### config.mk
export PLATFORM = sky130hd
export DESIGN_NAME = ata_taskfile_regs
export DESIGN_NICKNAME = d
export VERILOG_FILES = /design/src/rtl/ata_tf_pkg.sv /design/src/rtl/ata_tf_ctrl.sv /design/src/rtl/ata_tf_devhead.sv /design/src/rtl/ata_tf_datapath.sv /design/src/rtl/ata_tf_readmux.sv /design/src/rtl/ata_taskfile_regs.sv
export SDC_FILE = /design/constraint.sdc
export NUM_CORES = 1
export LEC_CHECK = 0
export ABC_AREA = 1
export ABC_CLOCK_PERIOD_IN_PS = 3600
export CAP_MARGIN = 40
export CORE_ASPECT_RATIO = 1.4
export CORE_MARGIN = 1.5
export CORE_UTILIZATION = 37
export CTS_CLUSTER_DIAMETER = 200
export CTS_CLUSTER_SIZE = 16
export DETAILED_ROUTE_END_ITERATION = 10
export PLACE_DENSITY_LB_ADDON = 0.08
export SLEW_MARGIN = 15
export SYNTH_ARGS = -nofsm -noshare
export SYNTH_HDL_FRONTEND = slang
export SYNTH_HIERARCHICAL = 1
export SYNTH_SLANG_ARGS = --single-unit
### constraint.sdc
create_clock -name clk -period 3.6 [get_ports clk]
set_clock_uncertainty 0.15 [all_clocks]
set_input_delay 0.9 -clock clk [delete_from_list [all_inputs] [get_ports clk]]
set_output_delay 0.9 -clock clk [all_outputs]
set_load 0.01 [all_outputs]
### src/rtl/ata_tf_pkg.sv
`timescale 1ns/1ps
package ata_tf_pkg;
  localparam int DATA_W = 16;
  localparam int ADDR_W = 4;
  localparam int HEAD_W = 4;
  localparam int LANE_W = 8;

  typedef enum logic [ADDR_W-1:0] {
    REG_DATA    = 4'h0,
    REG_DEVHEAD = 4'h6,
    REG_CMDSTAT = 4'h7,
    REG_DEVCTL  = 4'hE,
    REG_DRVADDR = 4'hF
  } reg_addr_e;

  localparam int STAT_DRQ_BIT = 3;
endpackage

### src/rtl/ata_tf_ctrl.sv
`timescale 1ns/1ps
module ata_tf_ctrl
  import ata_tf_pkg::*;
#(
  parameter int AW = ADDR_W
) (
  input  logic          clk,
  input  logic          rst_n,
  input  logic          wr_en,
  input  logic [AW-1:0] addr,
  input  logic [7:0]    wdata,
  input  logic          status_rd,
  input  logic          intrq_req,
  input  logic          dev_sel,
  output logic          soft_rst,
  output logic          hob,
  output logic          nien,
  output logic          host_intrq
);
  logic srst_q, srst_d;
  logic nien_q, nien_d;
  logic hob_q, hob_d;
  logic pend_q, pend_d;
  logic devctl_wr, cmd_wr;

  assign devctl_wr = wr_en && (addr == REG_DEVCTL);
  assign cmd_wr    = wr_en && !addr[AW-1];

  always_comb begin
    srst_d = srst_q;
    nien_d = nien_q;
    hob_d  = hob_q;
    pend_d = pend_q;
    if (devctl_wr) begin
      srst_d = wdata[2];
      nien_d = wdata[1];
      hob_d  = wdata[7];
    end
    if (cmd_wr)    hob_d  = 1'b0;
    if (status_rd) pend_d = 1'b0;
    if (intrq_req) pend_d = 1'b1;
    if (srst_q) begin
      hob_d  = 1'b0;
      pend_d = 1'b0;
    end
  end

  always_ff @(posedge clk or negedge rst_n) begin
    if (!rst_n) begin
      srst_q <= 1'b0;
      nien_q <= 1'b0;
      hob_q  <= 1'b0;
      pend_q <= 1'b0;
    end else begin
      srst_q <= srst_d;
      nien_q <= nien_d;
      hob_q  <= hob_d;
      pend_q <= pend_d;
    end
  end

  assign soft_rst   = srst_q;
  assign hob        = hob_q;
  assign nien       = nien_q;
  assign host_intrq = pend_q && !nien_q && dev_sel;

  // soft reset wipes hob and pending interrupt on the following edge
  a_r6_srst_clears_state: assert property (@(posedge clk) disable iff (!rst_n)
    srst_q |=> (!hob_q && !pend_q));
  // command-block write leaves hob cleared
  a_r3_cmd_wr_clears_hob: assert property (@(posedge clk) disable iff (!rst_n)
    cmd_wr |=> !hob_q);
  // soft-reset level follows the written control bit
  a_r2_srst_follows_write: assert property (@(posedge clk) disable iff (!rst_n)
    devctl_wr |=> (srst_q == $past(wdata[2])));
endmodule

### src/rtl/ata_tf_devhead.sv
`timescale 1ns/1ps
module ata_tf_devhead
  import ata_tf_pkg::*;
#(
  parameter int AW = ADDR_W,
  parameter int HW = HEAD_W
) (
  input  logic          clk,
  input  logic          rst_n,
  input  logic          wr_en,
  input  logic [AW-1:0] addr,
  input  logic [7:0]    wdata,
  input  logic          strap,
  output logic [HW-1:0] head,
  output logic          drv,
  output logic          lba,
  output logic          dev_sel,
  output logic [7:0]    devhead_rd
);
  logic          we;
  logic [HW-1:0] head_q, head_d;
  logic          drv_q, drv_d;
  logic          lba_q, lba_d;

  assign we = wr_en && (addr == REG_DEVHEAD);

  always_comb begin
    head_d = head_q;
    drv_d  = drv_q;
    lba_d  = lba_q;
    if (we) begin
      head_d = wdata[HW-1:0];
      drv_d  = wdata[4];
      lba_d  = wdata[6];
    end
  end

  always_ff @(posedge clk or negedge rst_n) begin
    if (!rst_n) begin
      head_q <= '0;
      drv_q  <= 1'b0;
      lba_q  <= 1'b0;
    end else begin
      head_q <= head_d;
      drv_q  <= drv_d;
      lba_q  <= lba_d;
    end
  end

  assign head       = head_q;
  assign drv        = drv_q;
  assign lba        = lba_q;
  assign dev_sel    = (drv_q == strap);
  assign devhead_rd = {1'b1, lba_q, 1'b1, drv_q, head_q};

  // head field follows the written low nibble
  a_r7_head_capture: assert property (@(posedge clk) disable iff (!rst_n)
    we |=> (head_q == $past(wdata[HW-1:0])));
endmodule

### src/rtl/ata_tf_datapath.sv
`timescale 1ns/1ps
module ata_tf_datapath
  import ata_tf_pkg::*;
#(
  parameter int DW = DATA_W,
  parameter int LW = LANE_W
) (
  input  logic          drq,
  input  logic          ecc_byte,
  input  logic          rd_sel,
  input  logic          wr_sel,
  input  logic [DW-1:0] wdata,
  input  logic [DW-1:0] buf_rdata,
  output logic [DW-1:0] data_rd,
  output logic [DW-1:0] data_oe,
  output logic          buf_rd_pop,
  output logic          buf_wr_push,
  output logic [DW-1:0] buf_wdata
);
  localparam int LANES = DW / LW;
  logic [LANES-1:0] lane_on;

  generate
    for (genvar l = 0; l < LANES; l++) begin : g_lane
      if (l == 0) begin : g_low
        assign lane_on[l] = 1'b1;
      end else begin : g_high
        assign lane_on[l] = !ecc_byte;
      end
      assign data_rd[l*LW +: LW]   = (rd_sel && drq && lane_on[l]) ? buf_rdata[l*LW +: LW] : '0;
      assign data_oe[l*LW +: LW]   = {LW{rd_sel && lane_on[l]}};
      assign buf_wdata[l*LW +: LW] = lane_on[l] ? wdata[l*LW +: LW] : '0;
    end
  endgenerate

  assign buf_rd_pop  = rd_sel && drq;
  assign buf_wr_push = wr_sel && drq;
endmodule

### src/rtl/ata_tf_readmux.sv
`timescale 1ns/1ps
module ata_tf_readmux
  import ata_tf_pkg::*;
#(
  parameter int AW = ADDR_W,
  parameter int DW = DATA_W,
  parameter int HW = HEAD_W
) (
  input  logic          rd_en,
  input  logic [AW-1:0] addr,
  input  logic [DW-1:0] data_rd,
  input  logic [DW-1:0] data_oe,
  input  logic [7:0]    devhead_rd,
  input  logic          drq,
  input  logic          media_wr_busy,
  input  logic [HW-1:0] head,
  input  logic          drv,
  input  logic          soft_rst,
  output logic [DW-1:0] rdata,
  output logic [DW-1:0] rdata_oe
);
  localparam int DA_W = HW + 4;
  logic [DA_W-1:0] drv_addr;

  generate
    for (genvar i = 0; i < HW; i++) begin : g_head_inv
      assign drv_addr[2+i] = ~head[i];
    end
  endgenerate
  assign drv_addr[DA_W-1] = 1'b0;
  assign drv_addr[DA_W-2] = ~media_wr_busy;
  assign drv_addr[1]      = ~(drv && !soft_rst);
  assign drv_addr[0]      = ~(!drv && !soft_rst);

  always_comb begin
    rdata    = '0;
    rdata_oe = '0;
    if (rd_en) begin
      case (addr)
        REG_DATA: begin
          rdata    = data_rd;
          rdata_oe = data_oe;
        end
        REG_DEVHEAD: begin
          rdata[7:0]    = devhead_rd;
          rdata_oe[7:0] = '1;
        end
        REG_CMDSTAT: begin
          rdata[STAT_DRQ_BIT] = drq;
          rdata_oe[7:0]       = '1;
        end
        REG_DRVADDR: begin
          rdata[DA_W-1:0]    = drv_addr;
          rdata_oe[DA_W-2:0] = '1;
        end
        default: begin
          rdata    = '0;
          rdata_oe = '0;
        end
      endcase
    end
  end
endmodule

### src/rtl/ata_taskfile_regs.sv
`timescale 1ns/1ps
module ata_taskfile_regs
  import ata_tf_pkg::*;
#(
  parameter int AW = ADDR_W,
  parameter int DW = DATA_W,
  parameter int HW = HEAD_W
) (
  input  logic          clk,
  input  logic          rst_n,
  input  logic          dev_strap,
  input  logic [AW-1:0] addr,
  input  logic          rd_en,
  input  logic          wr_en,
  input  logic [DW-1:0] wdata,
  output logic [DW-1:0] rdata,
  output logic [DW-1:0] rdata_oe,
  input  logic          drq,
  input  logic          ecc_byte,
  input  logic          media_wr_busy,
  input  logic          intrq_req,
  input  logic [DW-1:0] buf_rdata,
  output logic          buf_rd_pop,
  output logic          buf_wr_push,
  output logic [DW-1:0] buf_wdata,
  output logic          soft_rst,
  output logic          host_intrq,
  output logic          hob,
  output logic [HW-1:0] head,
  output logic          lba_mode,
  output logic          dev_selected
);
  logic [1:0]    rst_sync;
  logic          rst_n_int;
  logic          nien;
  logic          drv;
  logic [7:0]    devhead_rd;
  logic [DW-1:0] data_rd, data_oe;
  logic          status_rd, data_rsel, data_wsel;

  always_ff @(posedge clk or negedge rst_n) begin
    if (!rst_n) rst_sync <= 2'b00;
    else        rst_sync <= {rst_sync[0], 1'b1};
  end
  assign rst_n_int = rst_sync[1];

  assign status_rd = rd_en && (addr == REG_CMDSTAT);
  assign data_rsel = rd_en && (addr == REG_DATA);
  assign data_wsel = wr_en && (addr == REG_DATA);

  ata_tf_devhead #(.AW(AW), .HW(HW)) u_devhead (
    .clk(clk), .rst_n(rst_n_int), .wr_en(wr_en), .addr(addr),
    .wdata(wdata[7:0]), .strap(dev_strap), .head(head), .drv(drv),
    .lba(lba_mode), .dev_sel(dev_selected), .devhead_rd(devhead_rd)
  );

  ata_tf_ctrl #(.AW(AW)) u_ctrl (
    .clk(clk), .rst_n(rst_n_int), .wr_en(wr_en), .addr(addr),
    .wdata(wdata[7:0]), .status_rd(status_rd), .intrq_req(intrq_req),
    .dev_sel(dev_selected), .soft_rst(soft_rst), .hob(hob), .nien(nien),
    .host_intrq(host_intrq)
  );

  ata_tf_datapath #(.DW(DW), .LW(LANE_W)) u_data (
    .drq(drq), .ecc_byte(ecc_byte), .rd_sel(data_rsel), .wr_sel(data_wsel),
    .wdata(wdata), .buf_rdata(buf_rdata), .data_rd(data_rd), .data_oe(data_oe),
    .buf_rd_pop(buf_rd_pop), .buf_wr_push(buf_wr_push), .buf_wdata(buf_wdata)
  );

  ata_tf_readmux #(.AW(AW), .DW(DW), .HW(HW)) u_rmux (
    .rd_en(rd_en), .addr(addr), .data_rd(data_rd), .data_oe(data_oe),
    .devhead_rd(devhead_rd), .drq(drq), .media_wr_busy(media_wr_busy),
    .head(head), .drv(drv), .soft_rst(soft_rst), .rdata(rdata), .rdata_oe(rdata_oe)
  );

  // masked or unselected device never raises the host line
  a_r4_intr_gated: assert property (@(posedge clk) disable iff (!rst_n_int)
    (nien || !dev_selected) |-> !host_intrq);
  // no buffer movement without the data request
  a_r10_no_move_without_drq: assert property (@(posedge clk) disable iff (!rst_n_int)
    !drq |-> (!buf_rd_pop && !buf_wr_push));
  // top bit of the drive address word stays floating
  a_r8_drvaddr_bit7_float: assert property (@(posedge clk) disable iff (!rst_n_int)
    (rd_en && addr == REG_DRVADDR) |-> !rdata_oe[7]);
endmodule

==> results.cfg, run 1 <==
[run_status]
status = finished clean

[synthesis]
synth.most_common_cell = inv_1
synth-seq-cells = 12
synth_edf_count = 0
yosysSeqAreaShare_pct = 18.35
syn_avg_cell_area_sq_um = 5.643
synth_area_sq_um = 1637
synthCells = 290
synth_commonest_cells = 70 x inv_1, 66 x nor2_1, 52 x nand2_1
ys.flop_type = dfrtp_1
yosys_warnings = 6
ys_async_sr_fraction_pct = 100.0
yosysTopAreaCell = dfrtp_1
yosysTopAreaCellShare_pct = 18.35
ys_types = 19
synthTopCellsByArea = dfrtp_1 18%, inv_1 16%, nor2_1 15%, buf_4 15%, nand2_1 12%

[grt]
grt_max_degree = 17
grt_pass1_wl_um = 6575
grt_pass1_vias = 1594
gr-total-overflow = 0
antenna_found_initial = 0
grt_use_total_pct = 16.81

[sta]
post-route-period-util_pct = 97.46
layout_setup_ws_ps = 91.29
min_period_ps = 3509
tns_ps = 0
slew_viol_final = 0
rsz0062_at_grt = true
hold_viol_final = 0
setup_viol = 0
whs_ps = 1.623
clock.fmax_mhz = 285.0

[critical_path]
endpoint_kind = output pin
cp_data_required_time_ps = 2550
r2r_setup_slack_ps = 2670
reg2reg_to = u_ctrl/hob
critical_path_arrival_ps = 2460
startpoint_type = input pin
crit_fanout = 8
ff2ff_path_depth = 3
criticalPathCategory = in2out
reg2reg_from = u_ctrl/soft_rst

[drt]
highest_layer = met4
drc = 0
met1_length_um = 1588
wl_um = 4000
drtIter0Drc = 37
drt-pass1-iter-count = 4
vias = 1816
met2_length_um = 2031
wire_per_inst_um = 9.112
route.met3.wl_um = 350
post_drt_via_cell_ratio = 4.137
drt.antenna.violating_nets = 0

[power_and_ir_drop]
power_leakage_uw = 0.001415
power.switching_uw = 169.9
p_comb_share_pct = 41.9
seq_power_share_pct = 32.9
p_int_uw = 386.2
peakVddDrop_mv = 0.2711
pwr-share-clk_pct = 25.2
power_density_nw_per_um2 = 212.5
p_sw_share_pct = 30.55

[die]
num_rows = 28
design.core.area_sq_um = 4239
die_area_sq_um = 4837
die_y_um = 81.69
die_w_um = 59.21
io_pins = 104
initial_core_util_pct = 38.61

[finish]
fin_nets = 425
multi_input_area_sq_um = 803.3
num_antenna_cells = 0
register_area_sq_um = 300.3
fillers = 457
drive_gt1_share_pct = 16.89
final_core_util_pct = 61.72
area_delta_synth_final_pct = 59.86

[clock_tree]
clk_pin_slew_ps = 50
clockRootBuffer = clkbuf_8
cts_buffers = 3
hold_buffers = 0
worstSkewPairLatency_ps = 230
cts_tree = done
clock-sinks = 12
htreeDepth = 1
cts.path.max_buffers = 2

[placed_design]
gp_congestion = 0.7725
dp_hpwl_um = 3343
place_ws_ps = -346.4
numPortBuffers = 101

[worst_hold_path]
min_path_type = reg2async

[job]
max-cap-violations = 0
[layout by cell type (no fill, tap or decap), drive strengths merged]
cell	instances
conb	3
clkdlybuf4s15	5
nand2	58
nand3	28
dlymetal6s2s	3
o21ai	2
nor2	73
or2	1
dfrtp	12
xnor2	1
inv	74
a21oi	2
buf	21
nand4	2
clkdlybuf4s50	67
clkbuf	18
dlygate4sd2	9
[state kept, by name, summed over array words and instances (netlist names)]
signal and cells:
u_ctrl/nien 1, u_ctrl/soft_rst 1, rst_sync 2, u_devhead/lba 1, u_devhead/drv 1, u_devhead/head 4, u_ctrl/hob 1, u_ctrl/pend_q 1
[critical path: stages]
cell and delay, ps:
clkdlybuf4s50_1 420, nor2_1 110, nand2_1 100, nor2_4 180, buf_6 130, nand3_4 110, nor2_1 110, inv_1 50
nor2_1 80, dlygate4sd2_1 260
[stage by stage]
| stage | area (sq um) | power [uW] | cells |
|---|---|---|---|
| detailed placement | 2618 | 421.0 | 434 |
| global placement | 2618 | 418.3 | 434 |
| CTS | 2646 | 562.3 | 438 |
| finish | 2616 | 556.0 | 439 |
| floorplan | 1640 | 301.5 | 291 |
| global route | 2616 | 594.1 | 439 |
[worst max-delay path by stage]
stage                     startpoint            to  slack, ps
after floorplan              addr[3]  rdata_oe[10]        260
after global placement       addr[3]   rdata_oe[9]       -320
after detailed placement     addr[1]  rdata_oe[11]       -350
after CTS                    addr[2]      rdata[5]       -140
after global routing         addr[1]      rdata[1]        -10
final                        addr[1]     rdata[14]         90
[cells by family after synthesis]
| kind of cell | after synthesis | share of synthesized area [%] |
|---|---|---|
| other | 2 | 0.4589 |
| flip-flops | 12 | 18.35 |
| XOR/XNOR | 1 | 0.5353 |
| buffers and inverters | 109 | 33.72 |
| AO/OA/AOI/OAI | 4 | 1.223 |
| AND/OR/NAND/NOR | 162 | 45.72 |
[power by group through the flow]
stage	logic (uW)	registers (uW)	clock network, uW
after floorplan	123	178	0
after global placement	233	185	0
after detailed placement	235	186	0
after CTS	235	184	143
after global routing	258	187	149
final	233	183	140
[metal layers]
metal	vias to the layer above	track usage, %
li1	980	-
met1	759	17.75
met2	75	33.41
met3	2	2.047
met4	0	4.773
met5	-	0
[final cells by class]
class	count	area share (%)
Clock buffer	4	2.104
Inverter	74	10.62
Multi-Input combinational cell	170	30.70
Sequential cell	12	11.48
Tap cell	60	2.869
Timing Repair Buffer	119	42.23
[repair_timing]
item,in CTS,in global routing
gates resized for setup,34,48
setup buffers,0,1
gates cloned,0,0
setup endpoints to repair,33,24
pin swaps,0,6
No activity file was read; power rests on OpenSTA's default activity.
==> inputs of run 2 (changes only) <==
CORE_MARGIN = 2   (was 1.5)
CTS_CLUSTER_DIAMETER = 40   (was 200)
CTS_CLUSTER_SIZE = 30   (was 16)
==> results.cfg, run 2 (same netlist as run 1, synthesis figures left out) <==
[finish]
fin_nets = 425
final_common_cell = inv_1
fin_area_sq_um = 2604
drive_gt1_share_pct = 17.94
final_core_util_pct = 61.42
area_delta_synth_final_pct = 59.10
num_antenna_cells = 0
final_cell_mix = 70 x inv_1, 68 x clkdlybuf4s50_1, 64 x nor2_1
largest_register_ffs = 4

[clock_tree]
cts_tree = done
clk_pin_slew_ps = 50
cts_buffers = 3
cts.path.max_buffers = 2
clock-sinks = 12
clockRootBuffer = clkbuf_8
worstSkewPairLatency_ps = 240
hold_buffers = 0
htreeDepth = 1

[critical_path]
critPathTopFamily = simple AND/OR/NAND/NOR gates
endpoint_kind = output pin
worst_path_most_repeated_cell = nor2_1
critPathBufInv = 2
critPathSlowestCell = clkdlybuf4s50_1
cp_data_required_time_ps = 2550
ff2ff_path_depth = 3
startpoint_type = input pin
crit_fanout = 9
cp_num_cells = 11
criticalPathCategory = in2out
critical_path_arrival_ps = 2430
crit_path_max_incr_delay_ps = 420
path_cells = clkdlybuf4s50_1, nor2_1, nand2_1, nor2_4, nand2_4, nor2_1, nand3_1, nand2_1, nor2_1, nor2_1, clkdlybuf4s15_1

[drt]
vias = 1783
wl_um = 4037
wire_per_inst_um = 9.196
drtIter0Drc = 41
drt-pass1-iter-count = 4
post_drt_via_cell_ratio = 4.062
drc = 0
drt.antenna.violating_nets = 0

[die]
design.core.area_sq_um = 4239
die_area_sq_um = 4979
die_y_um = 82.69
die_w_um = 60.21
initial_core_util_pct = 38.61
io_pins = 104
num_rows = 28

[sta]
layout_setup_ws_ps = 115.7
whs_ps = 3.044
hold_viol_final = 0
post-route-period-util_pct = 96.78
min_period_ps = 3484
clock.fmax_mhz = 287.0
rsz0062_at_grt = true
setup_viol = 0
tns_ps = 0
slew_viol_final = 0

[job]
max-cap-violations = 0

[run_status]
status = finished clean

[placed_design]
numPortBuffers = 101
place_ws_ps = -367.8
gp_congestion = 0.7824
dp_hpwl_um = 3340
dpl-instance-area_sq_um = 2638

[grt]
antenna_found_initial = 0
gr-total-overflow = 0
grt_pass1_wl_um = 6389
grt_use_total_pct = 15.97
grt_pass1_vias = 1609
grt_max_degree = 18

[worst_hold_path]
min_path_type = reg2async

[power_and_ir_drop]
power_leakage_uw = 0.001389
peakVddDrop_mv = 0.2403
power_density_nw_per_um2 = 215.8
## run 2: changes by cell type in the layout (fill, tap and decap cells not counted), sizes merged
cell / before / now
buf: 21 / 20
clkbuf: 18 / 23
clkdlybuf4s15: 5 / 3
clkdlybuf4s50: 67 / 68
dlygate4sd2: 9 / 8
dlymetal6s2s: 3 / 1
## run 2: final cells by class
cell class | count | area, sq um
flip-flops and latches | 12 | 300.3
inverters | 74 | 277.8
fillers | 440 | 1635
multi-input cells | 170 | 808.3
repair buffers | 119 | 1087
clock buffers | 4 | 55.05
well taps | 60 | 75.07
## run 2: final timing paths
check / start / to / slack (ps)
worst max-delay path: addr[1] / rdata[3] / 120
min in group clk: rst_sync[0] / rst_sync[1] / 210
max in group asynchronous: rst_n / rst_sync[0] / 2510
worst max register to register: u_ctrl/soft_rst / u_ctrl/hob / 2680
worst min register to register: rst_sync[1] / u_ctrl/soft_rst / 3
worst min-delay path: rst_sync[1] / u_ctrl/soft_rst / 3
## run 2: metrics by stage
stage          power, uW  instances
6_report           562.0        439
5_1_grt            597.2        439
4_1_cts            571.4        439
3_5_place_dp       421.5        435
3_3_place_gp       419.0        435
2_1_floorplan      301.5        291
## run 2: power by group
group	total (uW)	internal, uW	switching [uW]
clock	146	96.6	49.4
combinational	235	133	102
sequential	181	158	22.9
total	562	388	174
## run 2: layer usage
layer / vias up / track usage [%] / part of all wire [%]
met3: 2 / 2.492 / 8.2
met5: - / 0 / 0
met1: 740 / 15.68 / 38
li1: 977 / - / -
met4: 0 / 4.000 / 0.64
met2: 64 / 33.04 / 53
## run 2: worst register-to-register path, stage by stage, from the launching register on
cell,delay [ps]
dfrtp_1,410
inv_1,120
nand4_1,100
nand2_1,70
## run 2: what timing repair did
item                                   CTS  global route
endpoints found under the hold margin    0             0
setup endpoints to repair               33            24
gates cloned                             0             0
pin swaps                                1             3
resized for setup                       38            48
setup buffers                            0             0
==> inputs of run 3 (changes only) <==
ABC_CLOCK_PERIOD_IN_PS = 3000   (was 3600)
CORE_UTILIZATION = 34   (was 37)
SETUP_SLACK_MARGIN = 0.3   (was default)
clock period = 3 ns   (was 3.6 ns; I/O delays follow)
==> results.cfg, run 3 (same netlist as run 1, synthesis figures left out) <==
[clock_tree]
htreeDepth = 1
clockRootBuffer = clkbuf_8
cts.path.max_buffers = 2
worstSkewPairLatency_ps = 240
cts_tree = done
clk_pin_slew_ps = 50
hold_buffers = 0
cts_buffers = 3
clock-sinks = 12

[drt]
drt-pass1-iter-count = 4
drt.antenna.violating_nets = 0
wl_um = 4731
drc = 0
drtIter0Drc = 34
vias = 1908
post_drt_via_cell_ratio = 4.212
wire_per_inst_um = 10.44

[finish]
fillers = 471
multi_input_area_sq_um = 977.2
final_cell_mix = 67 x inv_1, 50 x nand2_1, 48 x clkdlybuf4s50_1
area_delta_synth_final_pct = 71.02
largest_register_ffs = 4
register_area_sq_um = 300.3
final_common_cell = inv_1
num_antenna_cells = 0
drive_gt1_share_pct = 32.99
fin_nets = 437

[critical_path]
crit_fanout = 5
startpoint_type = input pin
critPathSlowestCell = buf_6
criticalPathCategory = in2out
reg2reg_from = u_ctrl/soft_rst
worst_path_most_repeated_cell = nor2_4
r2r_setup_slack_ps = 2060
path_cells = buf_6, nor2_4, nand2_2, nor2_4, buf_6, nand2_8, nor2_4, nand3_2, nand2_1, nor2_1, nor2_1, buf_2
crit_path_max_incr_delay_ps = 160
ff2ff_path_depth = 3
critical_path_arrival_ps = 1870
reg2reg_to = u_ctrl/hob
cp_data_required_time_ps = 2100
endpoint_kind = output pin

[sta]
rsz0062_at_grt = true
layout_setup_ws_ps = 227.6
slew_viol_final = 0
setup_viol = 0
clock.fmax_mhz = 360.7
min_period_ps = 2772
hold_viol_final = 0
post-route-period-util_pct = 92.41

[placed_design]
dp_hpwl_um = 3740
place_ws_ps = -539.4
numPortBuffers = 101
gp_congestion = 0.7962

[grt]
grt_pass1_vias = 1864
antenna_found_initial = 0
grt_max_degree = 17
grt_pass1_wl_um = 7810
grt_use_total_pct = 17.56
gr-total-overflow = 0

[power_and_ir_drop]
power_uw = 691.5
power_leakage_uw = 0.001488
p_sw_share_pct = 32.53
p_int_uw = 466.6
power_density_nw_per_um2 = 247.1
pwr-share-clk_pct = 25.3
power.switching_uw = 225.0
p_comb_share_pct = 42.8
seq_power_share_pct = 31.9
peakVddDrop_mv = 0.2965

[die]
die_area_sq_um = 5392
io_pins = 104
initial_core_util_pct = 35.80
die_y_um = 86.09
design.core.area_sq_um = 4572
die_w_um = 62.64
num_rows = 29

[run_status]
status = finished clean

[worst_hold_path]
min_path_type = reg2async

[job]
max-cap-violations = 0
[run 3: cell count changes in the layout (fill, tap and decap cells not counted), sizes merged]
cell and change:
nand2 +1, clkbuf -17, clkdlybuf4s15 +1, dlymetal6s2s -1, clkdlybuf4s50 -20, dlygate4sd2 +3
buf +45
[run 3: repair_timing]
item / in CTS / in global routing
setup endpoints to repair: 46 / 36
buffers inserted: 3 / 4
resized for setup: 186 / 41
pin swaps: 35 / 30
cloned: 1 / 0
endpoints found under the hold margin: 0 / 0
[run 3: power groups by stage]
stage	Combinational [uW]	Sequential, uW	Clock [uW]
after global placement	288	222	0
after detailed placement	292	223	0
after global routing	326	225	188
after floorplan	148	214	0
final	296	221	175
after CTS	286	221	181
[run 3: worst max-delay path: cells and delay by family]
family	cells	cell delay (ps)
buffers and inverters	3	400
and+or+nand+nor	9	710
[run 3: layer usage]
metal  global-route usage, %  vias to the layer above  routed length [um]
met5                       0                        -                   0
met4                   5.455                        0                  31
met3                   3.675                        2                 361
met2                   34.90                       64                2577
met1                   18.09                      843                1761
li1                        -                      999                   -
[run 3: final cells by class]
type	instances	share of cell area, %
Clock buffer	4	1.967
Inverter	74	9.924
Multi-Input combinational cell	171	34.91
Sequential cell	12	10.73
Tap cell	62	2.772
Timing Repair Buffer	130	39.70
[run 3: how the worst max path moves through the flow]
stage                        from      endpoint  cells past startpoint
final                     addr[0]      rdata[3]                     12
after global routing      addr[3]      rdata[9]                     11
after CTS                 addr[2]      rdata[3]                     12
after global placement    addr[3]      rdata[4]                     11
after detailed placement  addr[3]      rdata[0]                     11
after floorplan           addr[3]  rdata_oe[10]                      8
[run 3: through the flow]
stage	utilization (%)	setup TNS [ps]	hold WS (ps)	cells	area, sq um
detailed placement	58.07	-14430	35.80	441	2655
CTS	57.74	0	30.74	449	2640
global placement	58.07	-13530	20.47	441	2655
global route	61.22	0	51.21	453	2799
finish	61.22	0	10.99	453	2799
floorplan	-	0	-29.07	291	1650
